File: config.mk
export PLATFORM = sky130hd
export DESIGN_NAME = hostirq_regs
export DESIGN_NICKNAME = d
export VERILOG_FILES = /design/src/rtl/hir_pkg.sv /design/src/rtl/hir_port.sv /design/src/rtl/hir_srst.sv /design/src/rtl/hir_host.sv /design/src/rtl/hostirq_regs.sv
export SDC_FILE = /design/constraint.sdc
export NUM_CORES = 1
export LEC_CHECK = 0
export BUFFER_PORTS_ARGS = -buffer_cell sky130_fd_sc_hd__clkbuf_2
export CAP_MARGIN = 30
export CELL_PAD_IN_SITES_DETAIL_PLACEMENT = 0
export CELL_PAD_IN_SITES_GLOBAL_PLACEMENT = 1
export CORE_UTILIZATION = 35
export CTS_BUF_LIST = sky130_fd_sc_hd__clkbuf_16
export CTS_CLUSTER_DIAMETER = 80
export DETAILED_ROUTE_END_ITERATION = 10
export PLACE_DENSITY_LB_ADDON = 0.08
export SLEW_MARGIN = 5
export SYNTH_ARGS = -nofsm -noshare
export SYNTH_HDL_FRONTEND = slang
export SYNTH_HIERARCHICAL = 1
export SYNTH_SLANG_ARGS = --single-unit
export TNS_END_PERCENT = 1
File: constraint.sdc
create_clock -name clk -period 2.2 [get_ports clk]
set_input_delay 0.44 -clock clk [delete_from_list [all_inputs] [get_ports clk]]
set_output_delay 0.44 -clock clk [all_outputs]
set_load 0.02 [all_outputs]
File: src/rtl/hir_pkg.sv
package hir_pkg;
  localparam int HIR_PW        = 8;
  localparam int HIR_DW        = 16;
  localparam int PB_PENDING    = 7;
  localparam int HB_SOFT       = 14;
  localparam int HB_GLOBAL     = 15;
  localparam int CB_IRQ_OFF    = 8;
  localparam int CB_SOFT_RESET = 13;
endpackage

File: src/rtl/hir_port.sv
module hir_port
  import hir_pkg::*;
#(
  parameter int EVW = 6
) (
  input  logic              clk,
  input  logic              rst_n,
  input  logic [EVW-1:0]    evt_i,
  input  logic              we_stat_i,
  input  logic              we_mask_i,
  input  logic [HIR_PW-1:0] wdata_i,
  input  logic              srst_i,
  output logic [HIR_PW-1:0] stat_o,
  output logic [HIR_PW-1:0] mask_o,
  output logic              pend_o
);
  localparam int PADW = HIR_PW - 1 - EVW;

  logic [EVW-1:0]    stat_q;
  logic [HIR_PW-1:0] mask_q;
  logic [EVW-1:0]    clr;

  assign clr = we_stat_i ? wdata_i[EVW-1:0] : '0;

  always_ff @(posedge clk or negedge rst_n) begin
    if (!rst_n) begin
      stat_q <= '0;
      mask_q <= '1;
    end else if (srst_i) begin
      stat_q <= '0;
      mask_q <= '1;
    end else begin
      stat_q <= (stat_q & ~clr) | evt_i;
      if (we_mask_i) mask_q <= wdata_i;
    end
  end

  assign pend_o = |(stat_q & ~mask_q[EVW-1:0]);
  assign stat_o = {pend_o, {PADW{1'b0}}, stat_q};
  assign mask_o = mask_q;

  // an event outside a soft reset is never lost
  a_r4_event_kept: assert property (@(posedge clk) disable iff (!rst_n)
    ((|evt_i) && !srst_i) |=> ((stat_q & $past(evt_i)) == $past(evt_i)));

  // written ones are cleared unless re-raised
  a_r3_clear_works: assert property (@(posedge clk) disable iff (!rst_n)
    (we_stat_i && !srst_i) |=> ((stat_q & $past(wdata_i[EVW-1:0] & ~evt_i)) == '0));

  // a frozen port never shows pending
  a_r5_freeze: assert property (@(posedge clk) disable iff (!rst_n)
    (&mask_q) |-> !pend_o);

  // a reset cycle leaves the port cleared and frozen
  a_r10_port_cleared: assert property (@(posedge clk) disable iff (!rst_n)
    srst_i |=> (stat_q == '0 && (&mask_q)));
endmodule

File: src/rtl/hir_srst.sv
module hir_srst #(
  parameter int CYCLES = 3
) (
  input  logic clk,
  input  logic rst_n,
  input  logic start_i,
  output logic busy_o
);
  localparam int CW = $clog2(CYCLES + 1);

  logic [CW-1:0] cnt_q;

  always_ff @(posedge clk or negedge rst_n) begin
    if (!rst_n)                        cnt_q <= '0;
    else if (start_i && cnt_q == '0)   cnt_q <= CW'(CYCLES);
    else if (cnt_q != '0)              cnt_q <= cnt_q - 1'b1;
  end

  assign busy_o = (cnt_q != '0);

  // a start request from idle makes the reset run
  a_r9_starts: assert property (@(posedge clk) disable iff (!rst_n)
    (start_i && !busy_o) |=> busy_o);

  // a running reset counts down and is not restarted
  a_r9_no_restart: assert property (@(posedge clk) disable iff (!rst_n)
    busy_o |=> (cnt_q == $past(cnt_q) - 1'b1));
endmodule

File: src/rtl/hir_host.sv
module hir_host
  import hir_pkg::*;
#(
  parameter int NP = 2
) (
  input  logic              clk,
  input  logic              rst_n,
  input  logic [NP-1:0]     pend_i,
  input  logic              we_stat_i,
  input  logic              we_mask_i,
  input  logic              we_ctrl_i,
  input  logic [HIR_DW-1:0] wdata_i,
  input  logic              busy_i,
  output logic [HIR_DW-1:0] stat_o,
  output logic [HIR_DW-1:0] mask_o,
  output logic [HIR_DW-1:0] ctrl_o,
  output logic              start_o,
  output logic              irq_o
);
  localparam logic [HIR_DW-1:0] SRST_BIT = HIR_DW'(1) << CB_SOFT_RESET;

  logic [HIR_DW-2:0] hmask_q;
  logic [HIR_DW-1:0] ctrl_q;
  logic              soft_q;
  logic [HIR_DW-2:0] src;

  always_ff @(posedge clk or negedge rst_n) begin
    if (!rst_n) begin
      hmask_q <= '0;
      ctrl_q  <= '0;
      soft_q  <= 1'b0;
    end else begin
      if (we_mask_i) hmask_q <= wdata_i[HIR_DW-2:0];
      if (we_ctrl_i) ctrl_q  <= wdata_i & ~SRST_BIT;
      if (we_stat_i) soft_q  <= wdata_i[HB_SOFT];
    end
  end

  always_comb begin
    src = '0;
    src[NP-1:0] = pend_i & ~hmask_q[NP-1:0];
    src[HB_SOFT] = soft_q & ~hmask_q[HB_SOFT];
  end

  assign stat_o  = {|src, src};
  assign mask_o  = {1'b0, hmask_q};
  assign ctrl_o  = ctrl_q | (busy_i ? SRST_BIT : '0);
  assign start_o = we_ctrl_i && wdata_i[CB_SOFT_RESET];
  assign irq_o   = stat_o[HB_GLOBAL] & ~ctrl_q[CB_IRQ_OFF];

  // an unmasked pending port reaches the global bit
  a_r6_port_reaches_global: assert property (@(posedge clk) disable iff (!rst_n)
    (|(pend_i & ~hmask_q[NP-1:0])) |-> stat_o[HB_GLOBAL]);

  // the global off bit keeps the output low
  a_r8_irq_off: assert property (@(posedge clk) disable iff (!rst_n)
    ctrl_o[CB_IRQ_OFF] |-> !irq_o);
endmodule

File: src/rtl/hostirq_regs.sv
module hostirq_regs
  import hir_pkg::*;
#(
  parameter int NPORTS     = 2,
  parameter int EVW        = 6,
  parameter int RST_CYCLES = 3,
  parameter int AW         = 6,
  parameter int HOST_BASE  = 32
) (
  input  logic                  clk,
  input  logic                  rst_n,
  input  logic [NPORTS*EVW-1:0] evt_i,
  input  logic                  reg_we,
  input  logic [AW-1:0]         reg_addr,
  input  logic [HIR_DW-1:0]     reg_wdata,
  output logic [HIR_DW-1:0]     reg_rdata,
  output logic                  irq_o
);
  localparam logic [AW-1:0] A_HSTAT = AW'(HOST_BASE);
  localparam logic [AW-1:0] A_HMASK = AW'(HOST_BASE + 1);
  localparam logic [AW-1:0] A_HCTRL = AW'(HOST_BASE + 2);

  logic [HIR_PW-1:0] pstat [NPORTS];
  logic [HIR_PW-1:0] pmask [NPORTS];
  logic [NPORTS-1:0] pend;
  logic [HIR_DW-1:0] hstat, hmask, hctrl;
  logic              busy, start;

  for (genvar p = 0; p < NPORTS; p++) begin : g_port
    hir_port #(.EVW(EVW)) u_port (
      .clk       (clk),
      .rst_n     (rst_n),
      .evt_i     (evt_i[p*EVW +: EVW]),
      .we_stat_i (reg_we && reg_addr == AW'(2*p)),
      .we_mask_i (reg_we && reg_addr == AW'(2*p+1)),
      .wdata_i   (reg_wdata[HIR_PW-1:0]),
      .srst_i    (busy),
      .stat_o    (pstat[p]),
      .mask_o    (pmask[p]),
      .pend_o    (pend[p])
    );
  end

  hir_srst #(.CYCLES(RST_CYCLES)) u_srst (
    .clk     (clk),
    .rst_n   (rst_n),
    .start_i (start),
    .busy_o  (busy)
  );

  hir_host #(.NP(NPORTS)) u_host (
    .clk       (clk),
    .rst_n     (rst_n),
    .pend_i    (pend),
    .we_stat_i (reg_we && reg_addr == A_HSTAT),
    .we_mask_i (reg_we && reg_addr == A_HMASK),
    .we_ctrl_i (reg_we && reg_addr == A_HCTRL),
    .wdata_i   (reg_wdata),
    .busy_i    (busy),
    .stat_o    (hstat),
    .mask_o    (hmask),
    .ctrl_o    (hctrl),
    .start_o   (start),
    .irq_o     (irq_o)
  );

  always_comb begin
    reg_rdata = '0;
    for (int p = 0; p < NPORTS; p++) begin
      if (reg_addr == AW'(2*p))   reg_rdata = HIR_DW'(pstat[p]);
      if (reg_addr == AW'(2*p+1)) reg_rdata = HIR_DW'(pmask[p]);
    end
    if (reg_addr == A_HSTAT) reg_rdata = hstat;
    if (reg_addr == A_HMASK) reg_rdata = hmask;
    if (reg_addr == A_HCTRL) reg_rdata = hctrl;
  end
endmodule

==> results.txt, run 1 <==
ANT cells: 0
Post-synth EDFFs: 0
Worst Skew: 0.00641 ns
Setup slack, reg-to-reg: 0.87 ns
RSZ-0062 raised after global routing: true
Post-CTS Setup Bufs: 0
Critical Path Max Stage Delay: 0.55 ns
Register area share after synthesis: 0.443
Status: finished with violations
Starting DRT DRC Count: 126
First-pass GRT wire length: 14,400 um
Share of layout cells above drive strength 1: 0.460
Pleak: 2.17 nW
Flops & latches, synth: 61
Crit path max-delay family: simple AND/OR/NAND/NOR gates
YS warnings: 6
Critical Path RT: 1.76 ns
Die area: 10,400 um2
Crit path depth: 7
Critical Path Sink: reg_rdata[15]
Pins over their slew limit: 0
Tcrit/Tclk final: 1.15
Crit path cell chain: o22ai_1 > or3_4 > nand2b_4 > nand3_2 > a222oi_1 > inv_1 > buf_6
Dpl hpwl: 6570 um
Share of flip-flops with an asynchronous set or reset: 1.00
Most used DFF post-synth: dfrtp_1
H-tree levels: 3
Largest net degree at the start of global routing: 62
Achievable Freq: 0.397 GHz
Initial DRT Pass Iterations: 5
Switch Pwr: 979 uW
Core box area: 9730 um2
Final hold slack: 0.136 ns
Clock sinks: 61
Routability cong.: 0.808
Switching share of power: 0.288
Routed Antenna Nets: 0
Port buffer count: 53
Hold crit path type: in2async
Period minus WS final: 2.52 ns
Cell area after synthesis: 3490 um2
Worst r2r path cells: 5
Crit Reg-Reg Startpoint: u_srst/cnt_q[0]$_DFFE_PN0P_
Final setup viols: 9
Clock power share: 0.359
Commonest non-fill, non-tap cell in the layout: buf_4
Hold Vio Cnt, Final: 0
Die Y: 102 um
Most frequent cells in the layout: 47 x buf_4, 45 x dfrtp_1, 40 x clkbuf_2, 29 x inv_1, 21 x nor2_1
Reg2reg end: g_port[1].u_port/mask_o[3]$_DFFE_PN1P_
Placement Setup Slack: -0.199 ns
Drt wl/cell: 16.5 um
TritonCTS Buffers: 9
Cell Int Power: 2.43 mW
Routed WL: 9140 um
Remaining DRCs: 0
Setup slack after layout: -0.320 ns
PD cells: 756 nW/um2
Yosys cell types: 43
Reg power frac: 0.410
Syn Inst Count: 321
Startpoint Class: flop
Max IR drop VDD: 0.000442 V
Die Width: 102 um
Critical path class: reg2out
CTS root buffer: clkbuf_16
Post-cts hold buffer count: 0
Initial antenna violation count: 0
Worst skew pair latency: 0.33 ns
CTS tree: done
Nets: 453
Num ports: 54
Total GRT Usage: 0.190
Crit path from: g_port[0].u_port/mask_o[3]$_DFFE_PN1P_
Vias in the first global route: 2,600
Slowest-stage cell, CP: dfstp_2
Largest buffer count on any clock path: 2
Critical path arrival: 2.08 ns
Global route overflow: 0
CP bufs+invs: 2
Reg clk slew, reported paths: 0.05 ns
Syn-to-layout area delta: 28.9%
Critical path endpoint category: primary output
Row Count: 36
Max_cap viols: 0
CP max FO: 3
Via/cell ratio: 4.81
Total number of vias: 2,661
Initial Util: 0.359
Placed insts: 537
Post-route insts no fill: 553
Setup_tns: -1.55 ns
Failing checks: negative setup slack
Filler cell count: 981
Average size of a mapped cell: 10.9 um2
Combinational power share: 0.230
==> power groups by stage <==
stage	Clock [mW]	Combinational (mW)	Sequential, mW
after global routing	1.32	0.860	1.42
after floorplan	0	0.454	1.40
after detailed placement	0	0.783	1.41
after global placement	0	0.775	1.41
after CTS	1.27	0.790	1.40
final	1.22	0.783	1.40
==> registers in the layout, indices dropped and copies added (netlist names) <==
register,flops
g_port.u_port/mask_o,16
u_host/ctrl_q,15
u_host/hmask_q,15
g_port.u_port/stat_q,12
u_srst/cnt_q,2
u_host/soft_q,1
==> routing by layer <==
metal / vias to the layer above / global-route usage / wire [um]
met3: 8 / 0.0451 / 280
li1: 1301 / - / -
met5: - / 0 / 0
met1: 1297 / 0.267 / 4580
met2: 55 / 0.287 / 4170
met4: 0 / 0.0648 / 109
==> cell type report <==
| cell class | instances | area (um2) | share of cell area |
|---|---|---|---|
| Clock buffer | 9 | 225 | 0.0500 |
| Clock inverter | 7 | 27.5 | 0.00611 |
| Inverter | 26 | 97.6 | 0.0217 |
| Multi-Input combinational cell | 213 | 1650 | 0.367 |
| Sequential cell | 61 | 1550 | 0.344 |
| Tap cell | 133 | 166 | 0.0370 |
| Timing Repair Buffer | 104 | 785 | 0.174 |
==> cells by family after synthesis <==
family,after synthesis,share of synthesized area
other,3,0.00322
AOI/OAI and AO/OA,68,0.151
buffers and inverters,59,0.109
adders and majority gates,1,0.00358
muxes,38,0.142
and+or+nand+nor,91,0.148
DFF,61,0.443
==> synth_stat cells (2+ instances only) <==
library cell  instances  area [um2]
and3_1                3        18.8
mux2i_1               6        60.1
nand2_1              14        52.6
and2_1               11        68.8
mux2_4               20         300
or3_1                 2        12.5
conb_1                3        11.3
buf_6                 5        56.3
nor2b_1              16         100
buf_4                19         143
a22oi_1              10        75.1
o21ai_0               5        25.0
mux2_2               12         135
buf_12                2        40.0
a221o_2               2        22.5
dfrtp_1              45        1130
buf_2                 6        30.0
a211o_2              12         120
nand3_1               6        30.0
inv_1                26        97.6
a21oi_1              12        60.1
nor3_1                4        20.0
nand2b_1              4        25.0
a222oi_1             11         110
dfstp_2              16         420
o22ai_1               9        56.3
a211o_1               4        35.0
nor2_1               21        78.8
==> timing repair <==
| action | in CTS | in global routing |
|---|---|---|
| pin swaps | 2 | 4 |
| gates cloned | 0 | 0 |
| gates resized for setup | 10 | 31 |
| setup endpoints to repair | 13 | 17 |
==> per-stage QoR <==
step / power (mW) / utilization / area [um2]
4_1_cts: 3.45 / 0.455 / 4430
3_3_place_gp: 2.19 / 0.425 / 4130
2_1_floorplan: 1.85 / - / 3540
6_report: 3.40 / 0.463 / 4500
3_5_place_dp: 2.19 / 0.425 / 4130
5_1_grt: 3.60 / 0.463 / 4500
==> how the worst min path moves through the flow <==
stage	from	to	slack (ns)	cells past startpoint
detailed placement	rst_n	u_srst/cnt_q[0]$_DFFE_PN0P_	0.49	2
finish	rst_n	u_srst/cnt_q[1]$_DFFE_PN0P_	0.14	2
global placement	rst_n	u_srst/cnt_q[0]$_DFFE_PN0P_	0.49	2
floorplan	rst_n	g_port[0].u_port/stat_q[0]$_DFF_PN0_	0.14	0
CTS	rst_n	u_host/ctrl_q[8]$_DFFE_PN0P_	0.14	2
global route	rst_n	u_host/ctrl_q[6]$_DFFE_PN0P_	0.15	2
Power figures use the tool's default switching activity.
==> run 2: changes to the inputs <==
--- a/config.mk
+++ b/config.mk
@@ -16,2 +16,3 @@
 export PLACE_DENSITY_LB_ADDON = 0.08
+export RECOVER_POWER = 50
 export SLEW_MARGIN = 5
==> constraint.sdc (replaced) <==
create_clock -name clk -period 2.2 [get_ports clk]
set_input_delay 0.22 -clock clk [delete_from_list [all_inputs] [get_ports clk]]
set_output_delay 0.22 -clock clk [all_outputs]
set_load 0.02 [all_outputs]
==> run 2 against run 1 <==
The run still ends with negative setup slack left. Flip-flop and latch count unchanged. Clock skew decreased by 0.0010 ns. Setup slack improved by 0.18 ns. Hold slack got worse by 0.036 ns. Critical path depth increased by 1. Cell count decreased by 3.4%. Wire length decreased by 1.1%. Clock power increased by 33%. Design area decreased by 3.9%. Critical endpoint is now reg_rdata[7]. Largest cell class unchanged.
==> results.txt, run 2 (synthesis gave the netlist of run 1 again) <==
Critical path arrival: 2.12 ns (+0.04 ns)
Relative slew slack: 0.272
Filler cell count: 963 (-1.8%)
Nets: 434 (-4.2%)
Reg power frac: 0.390 (-0.020)
Routability cong.: 0.844 (+4.5%)
Die area: 10,400 um2 (unchanged)
Starting DRT DRC Count: 137 (+8.7%)
Worst skew pair latency: 0.33 ns (about the same)
Row Count: 36 (unchanged)
Remaining DRCs: 0 (unchanged)
Startpoint Class: flop
RSZ-0062 raised after global routing: true
Syn-to-layout area delta: 23.8%
Worst hold start: evt_i[10]
Setup slack, reg-to-reg: 0.86 ns (about the same)
Crit Reg-Reg Startpoint: u_srst/cnt_q[0]$_DFFE_PN0P_
Hold crit path type: in2reg
Switching share of power: 0.267 (-0.0204)
Post-route cell area: 4320 um2 (-3.9%)
CP max FO: 3 (unchanged)
Max IR drop VDD: 0.000391 V (-12%)
Tcrit/Tclk final: 1.06 (-0.0816)
Hold EP: g_port[1].u_port/stat_q[4]$_DFF_PN0_
Share of layout cells above drive strength 1: 0.431 (-0.0281)
Reg clk slew, reported paths: 0.06 ns (about the same)
Largest net degree at the start of global routing: 29 (-53%)
Worst r2r path cells: 5 (unchanged)
Max_cap viols: 0 (unchanged)
Port buffer count: 53 (unchanged)
PD cells: 848 nW/um2 (+12%)
Period minus WS final: 2.34 ns (-0.179 ns)
Commonest non-fill, non-tap cell in the layout: clkbuf_2
Pins over their slew limit: 0 (unchanged)
Critical Path RT: 1.98 ns (+0.22 ns)
Die Width: 102 um (unchanged)
Die Y: 102 um (unchanged)
TritonCTS Buffers: 9 (unchanged)
Hold Path Depth: 3
H-tree levels: 3 (unchanged)
Status: finished with violations
Drt wl/cell: 16.9 um (+2.4%)
Initial Util: 0.359 (unchanged)
Hold Vio Cnt, Final: 0 (unchanged)
Cell Int Power: 2.69 mW (+11%)
Final setup viols: 5 (-4)
Dpl hpwl: 6510 um (-0.90%)
First-pass GRT wire length: 14,200 um (-1.3%)
Achievable Freq: 0.427 GHz (+7.7%)
Total number of vias: 2,639 (-0.83%)
Multi-input gate area: 1680 um2 (+1.3%)
Clock sinks: 61 (unchanged)
Most frequent cells in the layout: 48 x clkbuf_2, 45 x dfrtp_1, 27 x buf_4, 26 x inv_1, 21 x nor2_1
Combinational power share: 0.169 (-0.061)
Via/cell ratio: 4.94 (+2.7%)
CTS tree: done
Dpl cell area: 3850 um2 (-6.8%)
Pleak: 2.05 nW (-5.6%)
Total GRT Usage: 0.186 (-0.00388)
Initial antenna violation count: 0 (unchanged)
Vias in the first global route: 2,570 (-1.2%)
Num ports: 54 (unchanged)
Routed Antenna Nets: 0 (unchanged)
Final hold slack: 0.0998 ns (-0.0359 ns)
Slew @ Worst Pin: 1.09 ns
Reg2reg end: g_port[1].u_port/mask_o[5]$_DFFE_PN1P_
ANT cells: 0 (unchanged)
Worst Skew: 0.00540 ns (-0.00102 ns)
Largest buffer count on any clock path: 2 (unchanged)
Initial DRT Pass Iterations: 5 (unchanged)
Critical path class: reg2out
Core box area: 9730 um2 (unchanged)
Switch Pwr: 980 uW (about the same)
FF/Latch Area: 1550 um2 (unchanged)
Failing checks: negative setup slack
Clock power share: 0.441 (+0.082)
Global route overflow: 0 (unchanged)
Routed WL: 9040 um (-1.1%)
CTS root buffer: clkbuf_16
Critical path endpoint category: primary output
Max reg flops: 16 (unchanged)
Setup slack after layout: -0.141 ns (+0.179 ns)
run 2: cell count changes in the layout (fill, tap and decap cells not counted), moves of 2 or more:
cell       delta
buf_2         +2
clkbuf_8      -2
buf_12        -5
buf_4        -20
inv_1         -3
buf_6         -6
o22ai_1       -3
clkbuf_2      +8
clkbuf_1      +4
o22ai_2       +3
bufinv_16     +3
run 2: stage by stage:
stage | util | TNS, ns | instances | power [mW] | worst slack [ns]
global placement | 0.396 | 0 | 508 | 2.05 | 0.0888
finish | 0.444 | -0.371 | 534 | 3.67 | -0.141
global route | 0.444 | -1.64 | 534 | 3.83 | -0.283
detailed placement | 0.396 | 0 | 508 | 2.06 | 0.118
CTS | 0.439 | -0.284 | 529 | 3.70 | -0.113
floorplan | - | 0 | 333 | 1.85 | 0.300
run 2: what timing repair did:
action                     4_1_cts  5_1_grt
setup buffers                    4        5
setup endpoints to repair        4        7
hold buffers                     1        0
pin swaps                        0        4
hold endpoints to repair        10        0
gates resized for setup          7       12
run 2: layer usage:
metal,vias to the layer above,global-route usage,part of all wire
met2,50,0.288,0.46
met5,-,0,0
met1,1313,0.262,0.50
met4,0,0.0670,0.015
met3,11,0.0335,0.029
li1,1265,-,-
run 2: layout make-up:
type                       instances  share of cell area
multi-input combinational        213               0.387
clock inverter                     7              0.0263
sequential                        61               0.358
tap                              133              0.0385
clock buffer                       9              0.0521
inverter                          26              0.0226
timing repair buffer              85               0.115
run 2: how the worst max path moves through the flow:
stage | slack (ns) | to | from | depth (start not counted)
2_1_floorplan | 0.30 | u_srst/cnt_q[0]$_DFFE_PN0P_ | reg_addr[5] | 10
3_3_place_gp | 0.09 | reg_rdata[4] | reg_addr[1] | 7
3_5_place_dp | 0.12 | reg_rdata[4] | reg_addr[1] | 7
4_1_cts | -0.11 | reg_rdata[15] | g_port[1].u_port/mask_o[2]$_DFFE_PN1P_ | 7
5_1_grt | -0.28 | reg_rdata[15] | g_port[1].u_port/mask_o[2]$_DFFE_PN1P_ | 7
6_report | -0.14 | reg_rdata[7] | g_port[0].u_port/mask_o[0]$_DFFE_PN1P_ | 8
run 2: critical path, stage by stage (launching register included):
cell     delay [ns]
dfstp_2        0.54
o22ai_1        0.09
or3_4          0.41
buf_4          0.16
mux2i_4        0.15
nor2_1         0.06
o21ai_1        0.14
nand3_1        0.09
buf_2          0.16
run 2: power groups by stage:
stage,Combinational [mW],Clock (mW),Sequential [mW]
finish,0.621,1.62,1.43
global route,0.693,1.69,1.45
CTS,0.624,1.64,1.43
detailed placement,0.613,0,1.45
global placement,0.601,0,1.45
floorplan,0.454,0,1.40
==> run 3: changes to the inputs <==
- CELL_PAD_IN_SITES_DETAIL_PLACEMENT: 0 -> 2
- CELL_PAD_IN_SITES_GLOBAL_PLACEMENT: 1 -> 2
==> run 3 against run 2 <==
The flow finishes with violations (max-capacitance violations, max-slew violations, negative setup slack). Clock power is 15% lower. Flip-flop and latch count did not move. Sequential share of layout area up 0.72 points. Register-to-register slack worse by 0.04 ns. Setup slack better by 0.0051 ns. Sequential power about the same. Maximum frequency rose by 0.22%. Critical path type unchanged. Utilization fell by 0.87 points. Clock-buffer cell count unchanged. Wire length up 11%. Largest power group is now sequential cells. Via count is 0.95% higher.
==> results.txt, run 3 (synthesis gave the netlist of run 1 again) <==
Die area: 10,400 um2 (unchanged)
Clock sinks: 61 (unchanged)
Hold Path Depth: 3 (unchanged)
CTS root buffer: clkbuf_16
Max IR drop VDD: 0.000386 V (-1.3%)
Most frequent cells in the layout: 50 x clkbuf_2, 45 x dfrtp_1, 27 x inv_1, 27 x buf_4, 21 x nor2_1
Reg2reg end: g_port[0].u_port/mask_o[2]$_DFFE_PN1P_
Vias in the first global route: 2,953 (+15%)
Hold crit path type: in2reg
Remaining DRCs: 0 (unchanged)
Nets: 432 (-0.46%)
Row Count: 36 (unchanged)
Setup slack, reg-to-reg: 0.82 ns (-0.04 ns)
Syn-to-layout area delta: 21.4%
Post-layout power: 3.44 mW (-6.1%)
Initial DRT Pass Iterations: 5 (unchanged)
Final setup viols: 4 (-1)
Status: finished with violations
CTS tree: done
Failing checks: max-capacitance violations, max-slew violations, negative setup slack
Hold Vio Cnt, Final: 0 (unchanged)
Hold EP: g_port[0].u_port/stat_q[4]$_DFF_PN0_
Setup slack after layout: -0.136 ns (+0.00514 ns)
Core box area: 9730 um2 (unchanged)
Total GRT Usage: 0.209 (+0.0231)
Initial antenna violation count: 0 (unchanged)
TritonCTS Buffers: 9 (unchanged)
ANT cells: 0 (unchanged)
Largest net degree at the start of global routing: 62 (+110%)
Global route overflow: 0 (unchanged)
Worst r2r path cells: 5 (unchanged)
Initial Util: 0.359 (unchanged)
Max reg flops: 16 (unchanged)
Worst skew pair latency: 0.32 ns (about the same)
Routed Antenna Nets: 0 (unchanged)
Share of layout cells above drive strength 1: 0.426 (-0.00536)
Routability cong.: 0.808 (-4.3%)
Via/cell ratio: 5.01 (+1.3%)
Tcrit/Tclk final: 1.06 (-0.00233)
First-pass GRT wire length: 16,200 um (+14%)
Max_cap viols: 1 (+1)
CP max FO: 2 (-1)
Total number of vias: 2,664 (+0.95%)
Dpl hpwl: 6990 um (+7.3%)
Critical path arrival: 2.12 ns (about the same)
Post-cts hold buffer count: 0 (-1)
Worst hold start: evt_i[4]
Largest buffer count on any clock path: 2 (unchanged)
PD cells: 813 nW/um2 (-4.2%)
Setup_tns: -0.339 ns (+0.0318 ns)
Critical Path RT: 1.98 ns (about the same)
Critical path class: reg2out
Period minus WS final: 2.34 ns (-0.00514 ns)
H-tree levels: 3 (unchanged)
Port buffer count: 53 (unchanged)
Routed WL: 10,000 um (+11%)
Starting DRT DRC Count: 107 (-22%)
Final core utilization: 0.436 (-0.00874)
Commonest non-fill, non-tap cell in the layout: clkbuf_2
Pins over their slew limit: 62 (+62)
Pleak: 2.02 nW (-1.4%)
Achievable Freq: 0.428 GHz (+0.22%)
Slew @ Worst Pin: 1.61 ns (+0.519 ns)
Critical path endpoint category: primary output
Crit Reg-Reg Startpoint: u_srst/cnt_q[0]$_DFFE_PN0P_
Relative slew slack: -0.0744 (-0.346)
Drt wl/cell: 18.8 um (+11%)
Die Y: 102 um (unchanged)
Die Width: 102 um (unchanged)
Num ports: 54 (unchanged)
Worst Skew: 0.00268 ns (-0.00272 ns)
Reg clk slew, reported paths: 0.05 ns (about the same)
RSZ-0062 raised after global routing: true
Startpoint Class: flop
run 3: changes by cell type in the layout (fill, tap and decap cells not counted), sizes merged:
cell | previous run | this run
buf | 32 | 29
bufinv | 3 | 1
clkbuf | 61 | 63
clkinv | 3 | 4
dlygate4sd3 | 1 | 0
inv | 26 | 27
run 3: area by class of cell:
cell class / instances / area [um2]
clock inverter: 7 / 57.6
tap: 133 / 166
clock buffer: 9 / 225
timing repair buffer: 83 / 488
sequential: 61 / 1550
fill: 1055 / 5490
inverter: 26 / 97.6
multi-input combinational: 213 / 1660
run 3: timing repair:
action                                  4_1_cts  5_1_grt
endpoints found under the setup margin        5        6
pin swaps                                     4        6
cloned                                        0        0
buffers inserted                              3        3
hold endpoints to repair                      0        0
resized for setup                             5        8
run 3: stage by stage:
| stage | area [um2] | setup WS [ns] | hold WS, ns | cells |
|---|---|---|---|---|
| after floorplan | 3540 | 0.300 | -0.0756 | 333 |
| after global placement | 3870 | 0.111 | 0.435 | 510 |
| after detailed placement | 3870 | 0.115 | 0.446 | 510 |
| after CTS | 4200 | -0.170 | 0.110 | 529 |
| after global routing | 4240 | -0.203 | 0.133 | 532 |
| final | 4240 | -0.136 | 0.110 | 532 |
run 3: worst max-delay path: stages (launching register included):
cell      delay [ns]
dfstp_2         0.36
buf_4           0.12
a221o_1         0.31
a222oi_1        0.60
buf_4           0.21
nor3_1          0.04
clkbuf_2        0.15
run 3: per-layer routing:
metal / track usage / wire, um / vias to the layer above
met2: 0.339 / 4820 / 49
met1: 0.288 / 4780 / 1356
li1: - / - / 1252
met5: 0 / 0 / -
met3: 0.0315 / 335 / 7
met4: 0.0692 / 79 / 0
run 3: report_power, final:
group          switching, mW  internal (mW)  total, mW
clock                  0.509          0.858       1.37
sequential             0.138           1.30       1.44
combinational          0.352          0.284      0.636
total                  0.999           2.45       3.44
run 3: worst max-delay path by stage:
| stage | cells after the start | from | slack (ns) | end |
|---|---|---|---|---|
| CTS | 7 | g_port[1].u_port/mask_o[3]$_DFFE_PN1P_ | -0.17 | reg_rdata[15] |
| global placement | 7 | reg_addr[1] | 0.11 | reg_rdata[4] |
| detailed placement | 7 | reg_addr[1] | 0.12 | reg_rdata[4] |
| floorplan | 10 | reg_addr[5] | 0.30 | u_srst/cnt_q[0]$_DFFE_PN0P_ |
| finish | 6 | g_port[1].u_port/mask_o[4]$_DFFE_PN1P_ | -0.14 | reg_rdata[4] |
| global route | 7 | g_port[0].u_port/mask_o[2]$_DFFE_PN1P_ | -0.20 | reg_rdata[15] |
